===== config.mk =====
export PLATFORM = sky130hd
export DESIGN_NAME = card_fault_supervisor
export DESIGN_NICKNAME = d
export VERILOG_FILES = /design/src/rtl/fault_sup_pkg.sv /design/src/rtl/fault_persist_timer.sv /design/src/rtl/fault_sup_ctrl.sv /design/src/rtl/fault_sup_datapath.sv /design/src/rtl/card_fault_supervisor.sv
export SDC_FILE = /design/constraint.sdc
export NUM_CORES = 1
export LEC_CHECK = 0
export BUFFER_PORTS_ARGS = -buffer_cell sky130_fd_sc_hd__clkbuf_2
export CAP_MARGIN = 20
export CORE_AREA = 3 3 82 84
export CTS_CLUSTER_SIZE = 16
export DETAILED_ROUTE_END_ITERATION = 7
export DIE_AREA = 0 0 85 87
export PLACE_DENSITY_LB_ADDON = 0.12
export SLEW_MARGIN = 40
export SYNTH_ARGS = -nofsm -noshare
export SYNTH_HDL_FRONTEND = slang
export SYNTH_SLANG_ARGS = --single-unit
export TNS_END_PERCENT = 5

===== constraint.sdc =====
create_clock -name clk -period 2.45 [get_ports clk]
set_clock_uncertainty 0.15 [all_clocks]
set_input_delay 0.49 -clock clk [delete_from_list [all_inputs] [get_ports clk]]
set_output_delay 0.49 -clock clk [all_outputs]
set_load 0.005 [all_outputs]

===== src/rtl/fault_sup_pkg.sv =====
`timescale 1ns/1ps
package fault_sup_pkg;
  localparam int NUM_CH  = 2;
  localparam int CMD_W   = 16;
  localparam int VSEL_W  = 2;
  localparam int CH_STRIDE = 8;
  localparam int STAT_FAULT_BIT = 4;

  typedef struct packed {
    logic [NUM_CH-1:0] clearCh;
    logic [NUM_CH-1:0] powered;
    logic [NUM_CH-1:0] absentFault;
  } ctrlStrobes_t;
endpackage


===== src/rtl/fault_persist_timer.sv =====
`timescale 1ns/1ps
module fault_persist_timer #(
  parameter int LIMIT = 16,
  parameter bit ACCUM = 1'b0
) (
  input  logic clk,
  input  logic rst_n,
  input  logic enable,
  input  logic cond,
  output logic hit
);
  localparam int CW = $clog2(LIMIT + 1);
  localparam logic [CW-1:0] LAST = CW'(LIMIT - 1);

  logic [CW-1:0] cnt;

  always_ff @(posedge clk or negedge rst_n) begin
    if (!rst_n) cnt <= '0;
    else if (!enable) cnt <= '0;
    else if (cond) begin
      if (cnt != LAST) cnt <= cnt + 1'b1;
    end else if (!ACCUM) cnt <= '0;
  end

  assign hit = enable && cond && (cnt == LAST);

  generate
    if (!ACCUM && LIMIT > 1) begin : gRestart
      // a single low cycle forbids a hit on the next cycle
      a_r1_restart: assert property (@(posedge clk) disable iff (!rst_n)
        !cond |=> !hit);
    end
    if (ACCUM) begin : gKeep
      a_r4_keep: assert property (@(posedge clk) disable iff (!rst_n)
        (enable && !cond) |=> (cnt == $past(cnt)));
    end
  endgenerate
endmodule


===== src/rtl/fault_sup_ctrl.sv =====
`timescale 1ns/1ps
module fault_sup_ctrl
  import fault_sup_pkg::*;
(
  input  logic              clk,
  input  logic              rst_n,
  input  logic              cmdValid,
  input  logic [CMD_W-1:0]  cmdWord,
  input  logic [NUM_CH-1:0] presPin,
  input  logic              presPolarity,
  output ctrlStrobes_t      strobes
);
  logic [NUM_CH-1:0][VSEL_W-1:0] vselReg;
  logic [NUM_CH-1:0][VSEL_W-1:0] cmdVsel;
  logic [NUM_CH-1:0]             absent;
  logic                          cmdUnused;

  assign cmdUnused = ^{cmdWord[15:10], cmdWord[7:2]};

  generate
    for (genvar i = 0; i < NUM_CH; i++) begin : gCh
      logic [VSEL_W-1:0] effVsel;
      assign cmdVsel[i] = cmdWord[i*CH_STRIDE +: VSEL_W];
      assign effVsel = cmdValid ? cmdVsel[i] : vselReg[i];
      assign absent[i] = presPin[i] ^ presPolarity;
      assign strobes.clearCh[i]     = cmdValid && (cmdVsel[i] == '0);
      assign strobes.powered[i]     = (effVsel != '0);
      assign strobes.absentFault[i] = strobes.powered[i] && absent[i];

      always_ff @(posedge clk or negedge rst_n) begin
        if (!rst_n) vselReg[i] <= '0;
        else if (cmdValid) vselReg[i] <= cmdVsel[i];
      end

      // the voltage select only moves on a command strobe
      a_r8_hold: assert property (@(posedge clk) disable iff (!rst_n)
        !cmdValid |=> $stable(vselReg[i]));
    end
  endgenerate
endmodule


===== src/rtl/fault_sup_datapath.sv =====
`timescale 1ns/1ps
module fault_sup_datapath
  import fault_sup_pkg::*;
#(
  parameter int TIMEOUT_CYCLES    = 16,
  parameter int CLK_WINDOW_CYCLES = 64
) (
  input  logic              clk,
  input  logic              rst_n,
  input  ctrlStrobes_t      strobes,
  input  logic [NUM_CH-1:0] uvFlag,
  input  logic [NUM_CH-1:0] ocFlag,
  input  logic [NUM_CH-1:0] clkMismatch,
  input  logic [NUM_CH-1:0] rstMismatch,
  input  logic              otFlag,
  output logic [NUM_CH-1:0] chanFault,
  output logic [NUM_CH-1:0] deactReq
);
  logic otHit;

  fault_persist_timer #(.LIMIT(TIMEOUT_CYCLES), .ACCUM(1'b0)) uOt (
    .clk(clk), .rst_n(rst_n), .enable(1'b1), .cond(otFlag), .hit(otHit));

  generate
    for (genvar i = 0; i < NUM_CH; i++) begin : gCh
      logic uvHit, ocHit, rstHit, clkHit, setHit;

      fault_persist_timer #(.LIMIT(TIMEOUT_CYCLES), .ACCUM(1'b0)) uUv (
        .clk(clk), .rst_n(rst_n), .enable(strobes.powered[i]),
        .cond(uvFlag[i]), .hit(uvHit));
      fault_persist_timer #(.LIMIT(TIMEOUT_CYCLES), .ACCUM(1'b0)) uOc (
        .clk(clk), .rst_n(rst_n), .enable(strobes.powered[i]),
        .cond(ocFlag[i]), .hit(ocHit));
      fault_persist_timer #(.LIMIT(TIMEOUT_CYCLES), .ACCUM(1'b0)) uRst (
        .clk(clk), .rst_n(rst_n), .enable(strobes.powered[i]),
        .cond(rstMismatch[i]), .hit(rstHit));
      fault_persist_timer #(.LIMIT(CLK_WINDOW_CYCLES), .ACCUM(1'b1)) uClk (
        .clk(clk), .rst_n(rst_n), .enable(strobes.powered[i]),
        .cond(clkMismatch[i]), .hit(clkHit));

      assign setHit = uvHit | ocHit | rstHit | clkHit | otHit
                    | strobes.absentFault[i];

      always_ff @(posedge clk or negedge rst_n) begin
        if (!rst_n) begin
          chanFault[i] <= 1'b0;
          deactReq[i]  <= 1'b0;
        end else if (strobes.clearCh[i]) begin
          chanFault[i] <= 1'b0;
          deactReq[i]  <= 1'b0;
        end else begin
          chanFault[i] <= chanFault[i] | setHit;
          deactReq[i]  <= setHit & ~chanFault[i];
        end
      end

      a_r8_clear: assert property (@(posedge clk) disable iff (!rst_n)
        strobes.clearCh[i] |=> !chanFault[i]);
      a_r9_rise: assert property (@(posedge clk) disable iff (!rst_n)
        $rose(chanFault[i]) |-> deactReq[i]);
      a_r9_single: assert property (@(posedge clk) disable iff (!rst_n)
        deactReq[i] |=> !deactReq[i]);
      a_r6_absent: assert property (@(posedge clk) disable iff (!rst_n)
        strobes.absentFault[i] |=> chanFault[i]);
      a_r5_ot: assert property (@(posedge clk) disable iff (!rst_n)
        (otHit && !strobes.clearCh[i]) |=> chanFault[i]);
    end
  endgenerate
endmodule


===== src/rtl/card_fault_supervisor.sv =====
`timescale 1ns/1ps
module card_fault_supervisor
  import fault_sup_pkg::*;
#(
  parameter int TIMEOUT_CYCLES    = 16,
  parameter int CLK_WINDOW_CYCLES = 64
) (
  input  logic        clk,
  input  logic        rst_n,
  input  logic        cmdValid,
  input  logic [15:0] cmdWord,
  input  logic [1:0]  uvFlag,
  input  logic [1:0]  ocFlag,
  input  logic [1:0]  clkMismatch,
  input  logic [1:0]  rstMismatch,
  input  logic        otFlag,
  input  logic [1:0]  presPin,
  input  logic        presPolarity,
  output logic [15:0] statusWord,
  output logic [1:0]  deactReq
);
  ctrlStrobes_t      strobes;
  logic [NUM_CH-1:0] chanFault;

  fault_sup_ctrl uCtrl (
    .clk(clk), .rst_n(rst_n), .cmdValid(cmdValid), .cmdWord(cmdWord),
    .presPin(presPin), .presPolarity(presPolarity), .strobes(strobes));

  fault_sup_datapath #(
    .TIMEOUT_CYCLES(TIMEOUT_CYCLES), .CLK_WINDOW_CYCLES(CLK_WINDOW_CYCLES)
  ) uData (
    .clk(clk), .rst_n(rst_n), .strobes(strobes), .uvFlag(uvFlag),
    .ocFlag(ocFlag), .clkMismatch(clkMismatch), .rstMismatch(rstMismatch),
    .otFlag(otFlag), .chanFault(chanFault), .deactReq(deactReq));

  always_comb begin
    statusWord = '0;
    for (int i = 0; i < NUM_CH; i++)
      statusWord[i*CH_STRIDE + STAT_FAULT_BIT] = chanFault[i];
  end

  // only the two fault positions may ever be set
  a_r10_bits: assert property (@(posedge clk) disable iff (!rst_n)
    $countones(statusWord) == $countones(chanFault));
endmodule


# ---- Yosys cells after proc, flatten, opt, wreduce, memory -nomap -nowiden
# Index checks and enable logic that the tools add are counted.
dict set report op_classes {
  n_bitwise 18
  n_mul 0
  div 0
  n_addsub 9
  n_mux 32
  shifts 0
  eq_ne 29
  n_reduce_logical 27
  magnitude_cmp 0
}
# op n
set op_table {}
lappend op_table {{$mux W5} 20}
lappend op_table {{$mux W7} 6}
lappend op_table {{$add A5 B1 Y5 const B} 7}
lappend op_table {{$eq A5 B4 Y1 const B} 7}
lappend op_table {{$ne A5 B4 Y1 const B} 7}
lappend op_table {{$logic_and A1 B1 Y1} 21}
lappend op_table {{$ne A3 B2 Y1 const B} 6}
lappend op_table {{$add A7 B1 Y7 const B} 2}
lappend op_table {{$eq A7 B6 Y1 const B} 2}
lappend op_table {{$ne A7 B6 Y1 const B} 2}
lappend op_table {{$or A1 B1 Y1} 12}
lappend op_table {{$ne A2 B1 Y1 const B} 3}
lappend op_table {{$logic_not A2 Y1} 2}
lappend op_table {{$mux W1} 4}
lappend op_table {{$mux W2} 2}
lappend op_table {{$ne A2 B2 Y1 const B} 2}
lappend op_table {{$reduce_and A2 Y1} 2}
lappend op_table {{$reduce_bool A2 Y1} 2}
lappend op_table {{$and A1 B1 Y1} 2}
lappend op_table {{$not A1 Y1} 2}
lappend op_table {{$xor A1 B1 Y1} 2}
dict set report totals {
  in_bits 31
  wordCells 130
  rom_bits 0
  n_memories 0
  regBits 57
  latchBits 0
  mem_bits_rw 0
  out_inout_bits 18
}

# ---- Depth between registers and ports, before layout
# Gate-level depths: netlist (run 1).
dict set report depth {
  word_depth 11
  depth_mapped 8
  mapped_depth_nobuf 7
}

# ---- By module
# From an unflattened synthesis (run 1), not the netlist that was laid out.
dict set report hier_totals {
  cells_unflattened 312
  hier_area_um2 3254.4
}
# module area_per_inst_um2 seq_area_each_um2 cells_per_inst instances
set modules_own_cells {}
lappend modules_own_cells {{fault_persist_timer (uData.gCh[0].uOc ...)} 277.8 125.1 25 7}
lappend modules_own_cells {{fault_persist_timer (uData.gCh[0].uClk ...)} 387.9 175.2 44 2}
lappend modules_own_cells {fault_sup_ctrl 254.0 100.1 19 1}
lappend modules_own_cells {fault_sup_datapath 171.4 100.1 15 1}
lappend modules_own_cells {card_fault_supervisor 108.9 0.0 15 1}

# ---- Worst setup path before layout (run 1)
# OpenSTA, ideal clock, no wires.
dict set report synth_timing {
  kind {register to register}
  from {reg uData.gCh[0].uUv.cnt[0]}
  to {reg uData.deactReq[0]}
  stages_incl_launch_ff 9
  arrival_time_ps 1738
  slack_ps 423
  required_ps 2161
  n_path_buf 1
  setup_ps 139
  period_less_slack_ps 2027
  cell_sequence {dfrtp_1 ha_1 and3_1 ha_1 clkbuf_1 a222oi_1 nand2_1 o21ai_1 a211oi_1}
}
dict set report synth_via {
  elab_chain_cells 9
}
# item line_no
set synth_lines {}
lappend synth_lines {{from (decl)} fault_persist_timer.sv:15} ;# logic [CW-1:0] cnt;
lappend synth_lines {{from (signal assigned)} fault_persist_timer.sv:21} ;# if (cnt != LAST) cnt <= cnt + 1'b1;
lappend synth_lines {{$eq A5 B4 Y1} fault_persist_timer.sv:25} ;# assign hit = enable && cond && (cnt == LAST);
lappend synth_lines {{$logic_and A1 B1 Y1} fault_persist_timer.sv:25}
lappend synth_lines {{$or A1 B1 Y1 (4 in a row)} fault_sup_datapath.sv:41} ;# assign setHit = uvHit | ocHit | rstHit | clkHit | otHit
lappend synth_lines {{$or A1 B1 Y1} fault_sup_datapath.sv:42} ;# | strobes.absentFault[i];
lappend synth_lines {{$and A1 B1 Y1} fault_sup_datapath.sv:53} ;# deactReq[i] <= setHit & ~chanFault[i];
lappend synth_lines {{$mux W1} fault_sup_datapath.sv:48} ;# end else if (strobes.clearCh[i]) begin
lappend synth_lines {{to (signal, indexed assignment)} fault_sup_datapath.sv:53}
lappend synth_lines {{to (decl)} fault_sup_datapath.sv:17} ;# output logic [NUM_CH-1:0] deactReq
# No other way between the ends.
# A chain may end at the register's enable or synchronous reset.

# ---- Worst setup path in the final report (run 1)
dict set report layout_timing {
  from {reg uData.gCh[0].uRst.cnt[0]}
  to {reg uData.deactReq[0]}
}
dict set report layout_via {
  elab_chain_cells 8
}
# item line_no
set layout_lines {}
lappend layout_lines {{from (decl)} fault_persist_timer.sv:15}
lappend layout_lines {{from (signal assigned)} fault_persist_timer.sv:21}
lappend layout_lines {{$eq A5 B4 Y1} fault_persist_timer.sv:25}
lappend layout_lines {{$logic_and A1 B1 Y1} fault_persist_timer.sv:25}
lappend layout_lines {{$or A1 B1 Y1 (3 in a row)} fault_sup_datapath.sv:41}
lappend layout_lines {{$or A1 B1 Y1} fault_sup_datapath.sv:42}
lappend layout_lines {{$and A1 B1 Y1} fault_sup_datapath.sv:53}
lappend layout_lines {{$mux W1} fault_sup_datapath.sv:48}
# No other way between the ends.

==> qor.yml, run 1 <==
status: "finished, violations left"
violations: "negative hold slack"
cp_num_cells: 7
synth_adder_area_share_pct: 6.70
intPower_uw: 1620
crit_type: "register to register"
syn_to_final_growth_pct: 11.3
syn_area_per_cell_um2: 10.3
rsz0062_at_grt: "no"
die_area_mm2: 0.00740
cts-root-buf: "clkbuf_8"
fillers: 563
synth.area.top_cells: "dfrtp_1 (48%), ha_1 (6.7%), nor2_1 (5.3%), xor2_1 (4.1%), buf_4 (3.5%)"
first_global_vias: 2066
grt_start_max_net_pins: 58
yosysMostFrequentCell: "dfrtp_1"
via_per_inst: 5.11
place.gp.congestion: 0.768
synth.top_cell.area_share_pct: 47.7
initial_utilization_pct: 49.9
drt-total-wl_mm: 5.04
powerDensity_mw_per_mm2: 663
cts_tree: "yes"
yosysSeqAreaShare_pct: 47.7
crit_arrival_ns: 2.23
ff2ff_path_depth: 7
grt_pass1_wl_mm: 9.05
slowest_delay_ns: 0.40
antenna_found_initial: 0
drv_slew: 0
synthXorXnorAreaFrac_pct: 7.62
cp_max_fo: 7
drt_first_pass_iters: 4
dpl.hpwl_mm: 3.55
placed_cell_area_mm2: 0.00313
ctsHoldBuffers: 0
reg2reg_to: "uData.deactReq[0]"
synth_common_cells: "dfrtp_1 (57), nor2_1 (42), nand2_1 (17)"
die_x_um: 85
remaining_drc_errors: 0
numPortBuffers: 22
critical_path_buf_inv_count: 0
startpoint_type: "register"
crit_slowest_cell: "dfrtp_1"
final.setup.tns_ns: 0
drive_gt1_share_pct: 15.9
clockBufferDepth: 2
rows: 28
seqPwrFrac_pct: 50.1
synth_cells: 290
boundaryPins: 49
path_cells: "ha_1 > and3_1 > ha_1 > a222oi_1 > nand2_1 > o21ai_1 > a211oi_1"
sw_frac_of_total_pct: 26.7
crit_family: "compound AO/OA/AOI/OAI gates"
hold_viol_final: 1
insertedDiodeCount: 0
synth_edf_count: 0
drt-initial-drc-count: 91
synth_compound_area_share_pct: 7.62
cts_max_level: 3
cts.clk_slew.worst_paths_ns: 0.07
clk_latency_ns: 0.34
grt_usage_pct: 15.8
combinationalPowerShare_pct: 12.1
yosys_warnings: 0
ir_drop_uv: 351
setup_viol: 0
vias: 2025
synth-simple-area-share_pct: 20.4
final_util_pct: 55.5
switchingPower_uw: 588
r2r_start: "uData.gCh[0].uRst.cnt[0]"
ctsResizeCount: 0
fin_crit_ns: 2.18
ys_types: 42
cts.sinks: 57
cts_buffers: 9
fin_crit_sh_pct: 88.8
p_total_uw: 2200
postLayoutCellArea_mm2: 0.00332
synth_seq_cells: 57
yosys.area.top_type: "dfrtp_1"
hold_class: "input port to asynchronous set/reset pin"
syn_area_mm2: 0.00299
cts_setup_buffers: 0
synth_top_family_by_area: "simple AND/OR/NAND/NOR gates"
grt-ovfl-total: 0
fmax_ghz: 0.460
cp-end-kind: "register"
rrSetupSlack_ns: 0.27
critical_path.most_common_cell: "ha_1"
critPathRequiredTime_ns: 2.51
async_flop_share_pct: 100
p_leak_uw: 0.00162
final_nets: 363
cap_violations: 0
ys.flop_type: "dfrtp_1"
wire_per_inst_um: 12.7
clock_power_share_pct: 37.8
die_h_um: 87
synthMuxAreaShare_pct: 3.85
worst_hold_slack_ns: -0.00360
core_area_mm2: 0.00599
ant_nets: 0
per-stage QoR:
| step | worst slack [ns] | cells |
|---|---|---|
| 4_1_cts | 0.253 | 396 |
| 6_report | 0.275 | 396 |
| 3_3_place_gp | 0.261 | 380 |
| 3_5_place_dp | 0.253 | 380 |
| 2_1_floorplan | 0.423 | 303 |
| 5_1_grt | 0.169 | 396 |
layout make-up:
type	count	area, um^2	area share (%)
clock buffers	14	183	5.49
multi-input cells	213	1430	43.1
flip-flops and latches	57	1430	42.9
inverters	11	41.3	1.24
repair buffers	24	138	4.14
well taps	75	93.8	2.82
clock inverters	2	10.0	0.301
cell families (layout without fill, tap and decap cells):
family,after synthesis,count (layout)
AO/OA/AOI/OAI,35,35
XOR/XNOR,26,26
adder cells (fa/ha/maj),16,16
buffers and inverters,33,51
flip-flops,57,57
multiplexers,11,11
other,1,14
AND/OR/NAND/NOR,111,111
placed cells by master (no fill, tap or decap), types with 2 or more instances in the layout:
master | Yosys | routed
o211ai_1 | 2 | 2
nor2_4 | 2 | 2
nor3_1 | 5 | 5
a31oi_1 | 3 | 3
a21oi_1 | 14 | 14
mux2_2 | 4 | 4
xor2_1 | 14 | 14
nor2b_1 | 7 | 7
nor2_1 | 42 | 42
inv_1 | 11 | 11
nand2b_1 | 2 | 2
a222oi_1 | 2 | 2
nand3_1 | 4 | 4
a211oi_1 | 2 | 2
dfrtp_1 | 57 | 57
clkbuf_8 | 0 | 13
mux2i_1 | 7 | 7
and3_1 | 8 | 8
conb_1 | 1 | 14
xnor2_1 | 12 | 12
clkinv_2 | 0 | 2
nand2_1 | 17 | 17
or2_1 | 2 | 2
o21ai_0 | 2 | 2
o21ai_1 | 5 | 5
clkbuf_2 | 0 | 22
nand4b_1 | 8 | 8
and2_1 | 5 | 5
nor3b_2 | 2 | 2
ha_1 | 16 | 16
sequential cells by signal, summed over array words and instances, names as in the netlist:
register and cells:
uData.gCh.uClk.cnt 14, uData.gCh.uOc.cnt 10, uData.gCh.uRst.cnt 10, uData.gCh.uUv.cnt 10, uData.uOt.cnt 5, uCtrl.vselReg 4
uData.chanFault 2, uData.deactReq 2
power groups by stage:
stage / logic (uW) / clock network (uW) / registers, uW
global placement: 265 / 0 / 1120
finish: 267 / 833 / 1100
floorplan: 199 / 0 / 1100
global route: 324 / 909 / 1120
detailed placement: 272 / 0 / 1120
CTS: 273 / 863 / 1100
layer usage:
layer / up-vias / share of wire (%) / wire length, um / track usage [%]
met2: 35 / 45 / 2260 / 24.3
met4: 0 / 2.7 / 136 / 10.6
met1: 967 / 49 / 2450 / 20.0
met5: - / 0 / 0 / 0
li1: 1011 / - / - / -
met3: 12 / 3.9 / 194 / 3.22
how the worst max path moves through the flow:
| stage | from | endpoint |
|---|---|---|
| final | uData.gCh[0].uRst.cnt[0] | uData.deactReq[0] |
| after global routing | uData.gCh[0].uRst.cnt[0] | uData.deactReq[0] |
| after CTS | uData.gCh[0].uRst.cnt[0] | uData.deactReq[0] |
| after detailed placement | uData.gCh[0].uRst.cnt[0] | uData.deactReq[0] |
| after global placement | uData.gCh[0].uRst.cnt[0] | uData.deactReq[0] |
| after floorplan | uData.gCh[0].uUv.cnt[0] | uData.deactReq[0] |
No activity file was read; power rests on OpenSTA's default activity.
==> inputs of run 2 (changes only) <==
--- a/config.mk
+++ b/config.mk
@@ -7,10 +7,10 @@
 export LEC_CHECK = 0
 export BUFFER_PORTS_ARGS = -buffer_cell sky130_fd_sc_hd__clkbuf_2
 export CAP_MARGIN = 20
-export CORE_AREA = 3 3 82 84
+export CORE_AREA = 3 3 98 100
 export CTS_CLUSTER_SIZE = 16
 export DETAILED_ROUTE_END_ITERATION = 7
-export DIE_AREA = 0 0 85 87
+export DIE_AREA = 0 0 101 103
 export PLACE_DENSITY_LB_ADDON = 0.12
 export SLEW_MARGIN = 40
 export SYNTH_ARGS = -nofsm -noshare
==> run 2 against run 1 <==
The run now ends clean. Maximum frequency up 0.35%. Count of clock-buffer cells in the layout down 2. Combinational power about the same. Largest cell class unchanged. Routed wire length up 3.6%. Sequential cell count unchanged. Via count down 0.99%. Sequential power about the same. Power up 4.4%. Setup slack better by 0.0076 ns. Register-to-register slack about the same.
==> qor.yml, run 2 (synthesis gave the netlist of run 1 again) <==
status: "finished clean"
cts_tree: "yes"
die_h_um: 103
remaining_drc_errors: 0
grt_pass1_wl_mm: 9.09
final_common_cell: "dfrtp_1"
die_area_mm2: 0.0104
boundaryPins: 49
min_from: "cmdWord[1]"
wire_per_inst_um: 12.1
fin_crit_ns: 2.17
fmax_ghz: 0.461
drv_slew: 0
crit_slowest_cell: "dfrtp_1"
first_global_vias: 1991
startpoint_type: "register"
hold_viol_final: 0
critical_path_buf_inv_count: 0
critPathRequiredTime_ns: 2.50
grt_start_max_net_pins: 58
regMostFlops: "uData.gCh.uClk.cnt"
setup_viol: 0
rrSetupSlack_ns: 0.28
cp-end-kind: "register"
cp_max_fo: 7
insertedDiodeCount: 0
whs_endpoint: "uCtrl.vselReg[1]"
regArea_mm2: 0.00143
drive_gt1_share_pct: 16.4
fillers: 887
cts_setup_buffers: 0
numPortBuffers: 22
cts_buffers: 9
die_x_um: 101
p_total_uw: 2300
drt-initial-drc-count: 48
clockBufferDepth: 2
fin_crit_sh_pct: 88.5
slowest_delay_ns: 0.40
place.gp.congestion: 0.757
ir_drop_uv: 442
min_delay_path_depth: 2
fin_ws_ns: 0.283
drt-total-wl_mm: 5.22
crit_family: "compound AO/OA/AOI/OAI gates"
ctsResizeCount: 0
r2r_start: "uData.gCh[0].uRst.cnt[0]"
vias: 2005
via_per_inst: 4.65
cts_max_level: 3
antenna_found_initial: 0
reg2reg_to: "uData.deactReq[0]"
grt-ovfl-total: 0
final.setup.tns_ns: 0
rsz0062_at_grt: "no"
syn_to_final_growth_pct: 14.0
rows: 34
cts-root-buf: "clkbuf_8"
drt_first_pass_iters: 5
layout_common_cells: "dfrtp_1 (57), nor2_1 (42), clkbuf_2 (22)"
ant_nets: 0
place_ws_ns: 0.273
path_cells: "ha_1 > and3_1 > ha_1 > a222oi_1 > nand2_1 > o21ai_1 > a211oi_1"
cts.clk_slew.worst_paths_ns: 0.07
multiInputGateArea_mm2: 0.00143
cap_violations: 0
postLayoutCellArea_mm2: 0.00341
largest_reg_flops: 14
hold_class: "input port to register"
placed_cell_area_mm2: 0.00318
ff2ff_path_depth: 7
critical_path.most_common_cell: "ha_1"
final_nets: 365
initial_utilization_pct: 34.1
crit_type: "register to register"
powerDensity_mw_per_mm2: 676
cts.sinks: 57
crit_arrival_ns: 2.22
core_area_mm2: 0.00876
grt_usage_pct: 11.2
p_leak_uw: 0.00163
ctsHoldBuffers: 1
dpl.hpwl_mm: 3.64
clk_latency_ns: 0.34
-- run 2: through the flow --
stage	cells	utilization, %	hold slack [ns]
2_1_floorplan	303	-	0.0444
3_3_place_gp	414	36.3	0.311
3_5_place_dp	414	36.3	0.311
4_1_cts	431	38.9	0.254
5_1_grt	431	38.9	0.255
6_report	431	38.9	0.267
-- run 2: where the power goes --
group	internal [uW]	total [uW]	leakage (uW)	switching, uW
Clock	551	930	0.000105	379
Sequential	1020	1100	0.000760	78.7
Combinational	118	268	0.000771	150
Total	1690	2300	0.00163	608
-- run 2: cell type report --
cell class	instances	area share (%)
repair buffers	26	4.56
multi-input cells	213	42.1
clock inverters	4	1.47
clock buffers	12	4.85
inverters	11	1.21
well taps	108	3.97
flip-flops and latches	57	41.9
-- run 2: worst max-delay path by stage --
| stage | from | to | slack, ns | cells after the start |
|---|---|---|---|---|
| global route | uData.gCh[0].uRst.cnt[0] | uData.deactReq[0] | 0.10 | 7 |
| detailed placement | uData.gCh[0].uRst.cnt[0] | uData.deactReq[0] | 0.27 | 7 |
| CTS | uData.gCh[0].uRst.cnt[0] | uData.deactReq[0] | 0.26 | 7 |
| finish | uData.gCh[0].uRst.cnt[0] | uData.deactReq[0] | 0.28 | 7 |
| global placement | uData.gCh[0].uRst.cnt[0] | uData.deactReq[0] | 0.29 | 7 |
| floorplan | uData.gCh[0].uUv.cnt[0] | uData.deactReq[0] | 0.42 | 8 |
-- run 2: per-layer routing --
metal | vias to the layer above | track usage [%] | share of wire, %
li1 | 1017 | - | -
met1 | 937 | 14.1 | 48
met2 | 39 | 17.8 | 45
met3 | 12 | 3.72 | 4.1
met4 | 0 | 4.60 | 2.0
met5 | - | 0 | 0
==> inputs of run 3 (changes only) <==
--- a/config.mk
+++ b/config.mk
@@ -6,11 +6,11 @@
 export NUM_CORES = 1
 export LEC_CHECK = 0
 export BUFFER_PORTS_ARGS = -buffer_cell sky130_fd_sc_hd__clkbuf_2
-export CAP_MARGIN = 20
-export CORE_AREA = 3 3 98 100
+export CORE_AREA = 2 2 97 99
 export CTS_CLUSTER_SIZE = 16
 export DETAILED_ROUTE_END_ITERATION = 7
-export DIE_AREA = 0 0 101 103
+export DIE_AREA = 0 0 99 101
+export MAX_ROUTING_LAYER = met4
 export PLACE_DENSITY_LB_ADDON = 0.12
 export SLEW_MARGIN = 40
 export SYNTH_ARGS = -nofsm -noshare
==> run 3 against run 2 <==
Utilization fell by 1.3 points. Sequential power is essentially flat. Global-route usage up 1.1 points. Highest routed layer unchanged.
==> qor.yml, run 3 (synthesis gave the netlist of run 1 again) <==
die_x_um: 99
wire_per_inst_um: 12.2
die_h_um: 101
boundaryPins: 49
initial_utilization_pct: 33.3
cp-end-kind: "register"
final_common_cell: "dfrtp_1"
clockBufferDepth: 2
cts_max_level: 3
layout_common_cells: "dfrtp_1 (57), nor2_1 (42), clkbuf_2 (22)"
numPortBuffers: 22
core_area_mm2: 0.00898
fin_crit_sh_pct: 88.6
status: "finished clean"
crit_arrival_ns: 2.21
cts.sinks: 57
hold_class: "input port to asynchronous set/reset pin"
cts-root-buf: "clkbuf_8"
grt_usage_pct: 12.3
final.setup.tns_ns: 0
fin_crit_ns: 2.17
drt-initial-drc-count: 32
die_area_mm2: 0.0100
drive_gt1_share_pct: 16.1
p_leak_uw: 0.00163
ctsResizeCount: 0
p_total_uw: 2250
cts_buffers: 9
setup_viol: 0
ir_drop_uv: 303
powerDensity_mw_per_mm2: 666
startpoint_type: "register"
rsz0062_at_grt: "no"
insertedDiodeCount: 0
grt_pass1_wl_mm: 9.31
regMostFlops: "uData.gCh.uClk.cnt"
cap_violations: 0
fin_ws_ns: 0.280
syn_to_final_growth_pct: 12.9
drt-total-wl_mm: 5.26
fmax_ghz: 0.461
cp_max_fo: 7
cts_setup_buffers: 0
critPathRequiredTime_ns: 2.49
final_util_pct: 37.6
placed_cell_area_mm2: 0.00318
grt_start_max_net_pins: 32
place_ws_ns: 0.276
hold_viol_final: 0
dpl.hpwl_mm: 3.80
postLayoutCellArea_mm2: 0.00337
antenna_found_initial: 0
drt_first_pass_iters: 4
ant_nets: 0
place.gp.congestion: 0.747
drv_slew: 0
remaining_drc_errors: 0
first_global_vias: 1973
via_per_inst: 4.67
ctsHoldBuffers: 0
largest_reg_flops: 14
vias: 2021
cts_tree: "yes"
cts.clk_slew.worst_paths_ns: 0.07
rows: 35
crit_type: "register to register"
clk_latency_ns: 0.32
grt-ovfl-total: 0
final_nets: 365
[run 3: worst paths after layout]
check	slack, ns	end	start	cells past startpoint
min in group clk	0.28	uCtrl.vselReg[1]	cmdWord[1]	2
worst min register to register	0.32	uData.deactReq[0]	uData.chanFault[0]	1
max in group asynchronous	1.79	uData.gCh[0].uClk.cnt[3]	rst_n	2
worst max register to register	0.28	uData.deactReq[0]	uData.gCh[0].uRst.cnt[0]	7
worst min-delay path	0.02	uData.gCh[1].uRst.cnt[2]	rst_n	2
worst max-delay path	0.28	uData.deactReq[0]	uData.gCh[0].uRst.cnt[0]	7
[run 3: per-stage QoR]
step / instances / hold WS (ns)
final: 433 / 0.0221
after global routing: 433 / 0.0344
after CTS: 433 / 0.0234
after detailed placement: 418 / 0.307
after global placement: 418 / 0.303
after floorplan: 303 / 0.0444
[run 3: per-layer routing]
layer,vias up,track usage [%],part of all wire [%]
met4,0,3.79,1.1
met1,967,15.6,51
li1,1012,-,-
met3,5,4.79,4.2
met5,-,-,0
met2,37,18.1,44
[run 3: layout make-up]
class	count	area, um^2
repair buffers	26	140
fillers	891	5600
well taps	111	139
clock buffers	12	155
clock inverters	3	40.0
flip-flops and latches	57	1430
inverters	11	41.3
multi-input cells	213	1430
[run 3: worst max-delay path, cell delays in order, from the launching register on]
cell and delay (ns):
dfrtp_1 0.40, ha_1 0.21, and3_1 0.18, ha_1 0.29, a222oi_1 0.33, nand2_1 0.14, o21ai_1 0.23, a211oi_1 0.10
[run 3: power breakdown]
group / total [uW] / internal [uW] / switching, uW / leakage (uW)
combinational: 268 / 115 / 152 / 0.000767
sequential: 1100 / 1030 / 78.1 / 0.000760
clock: 875 / 517 / 359 / 0.000102
total: 2250 / 1660 / 589 / 0.00163
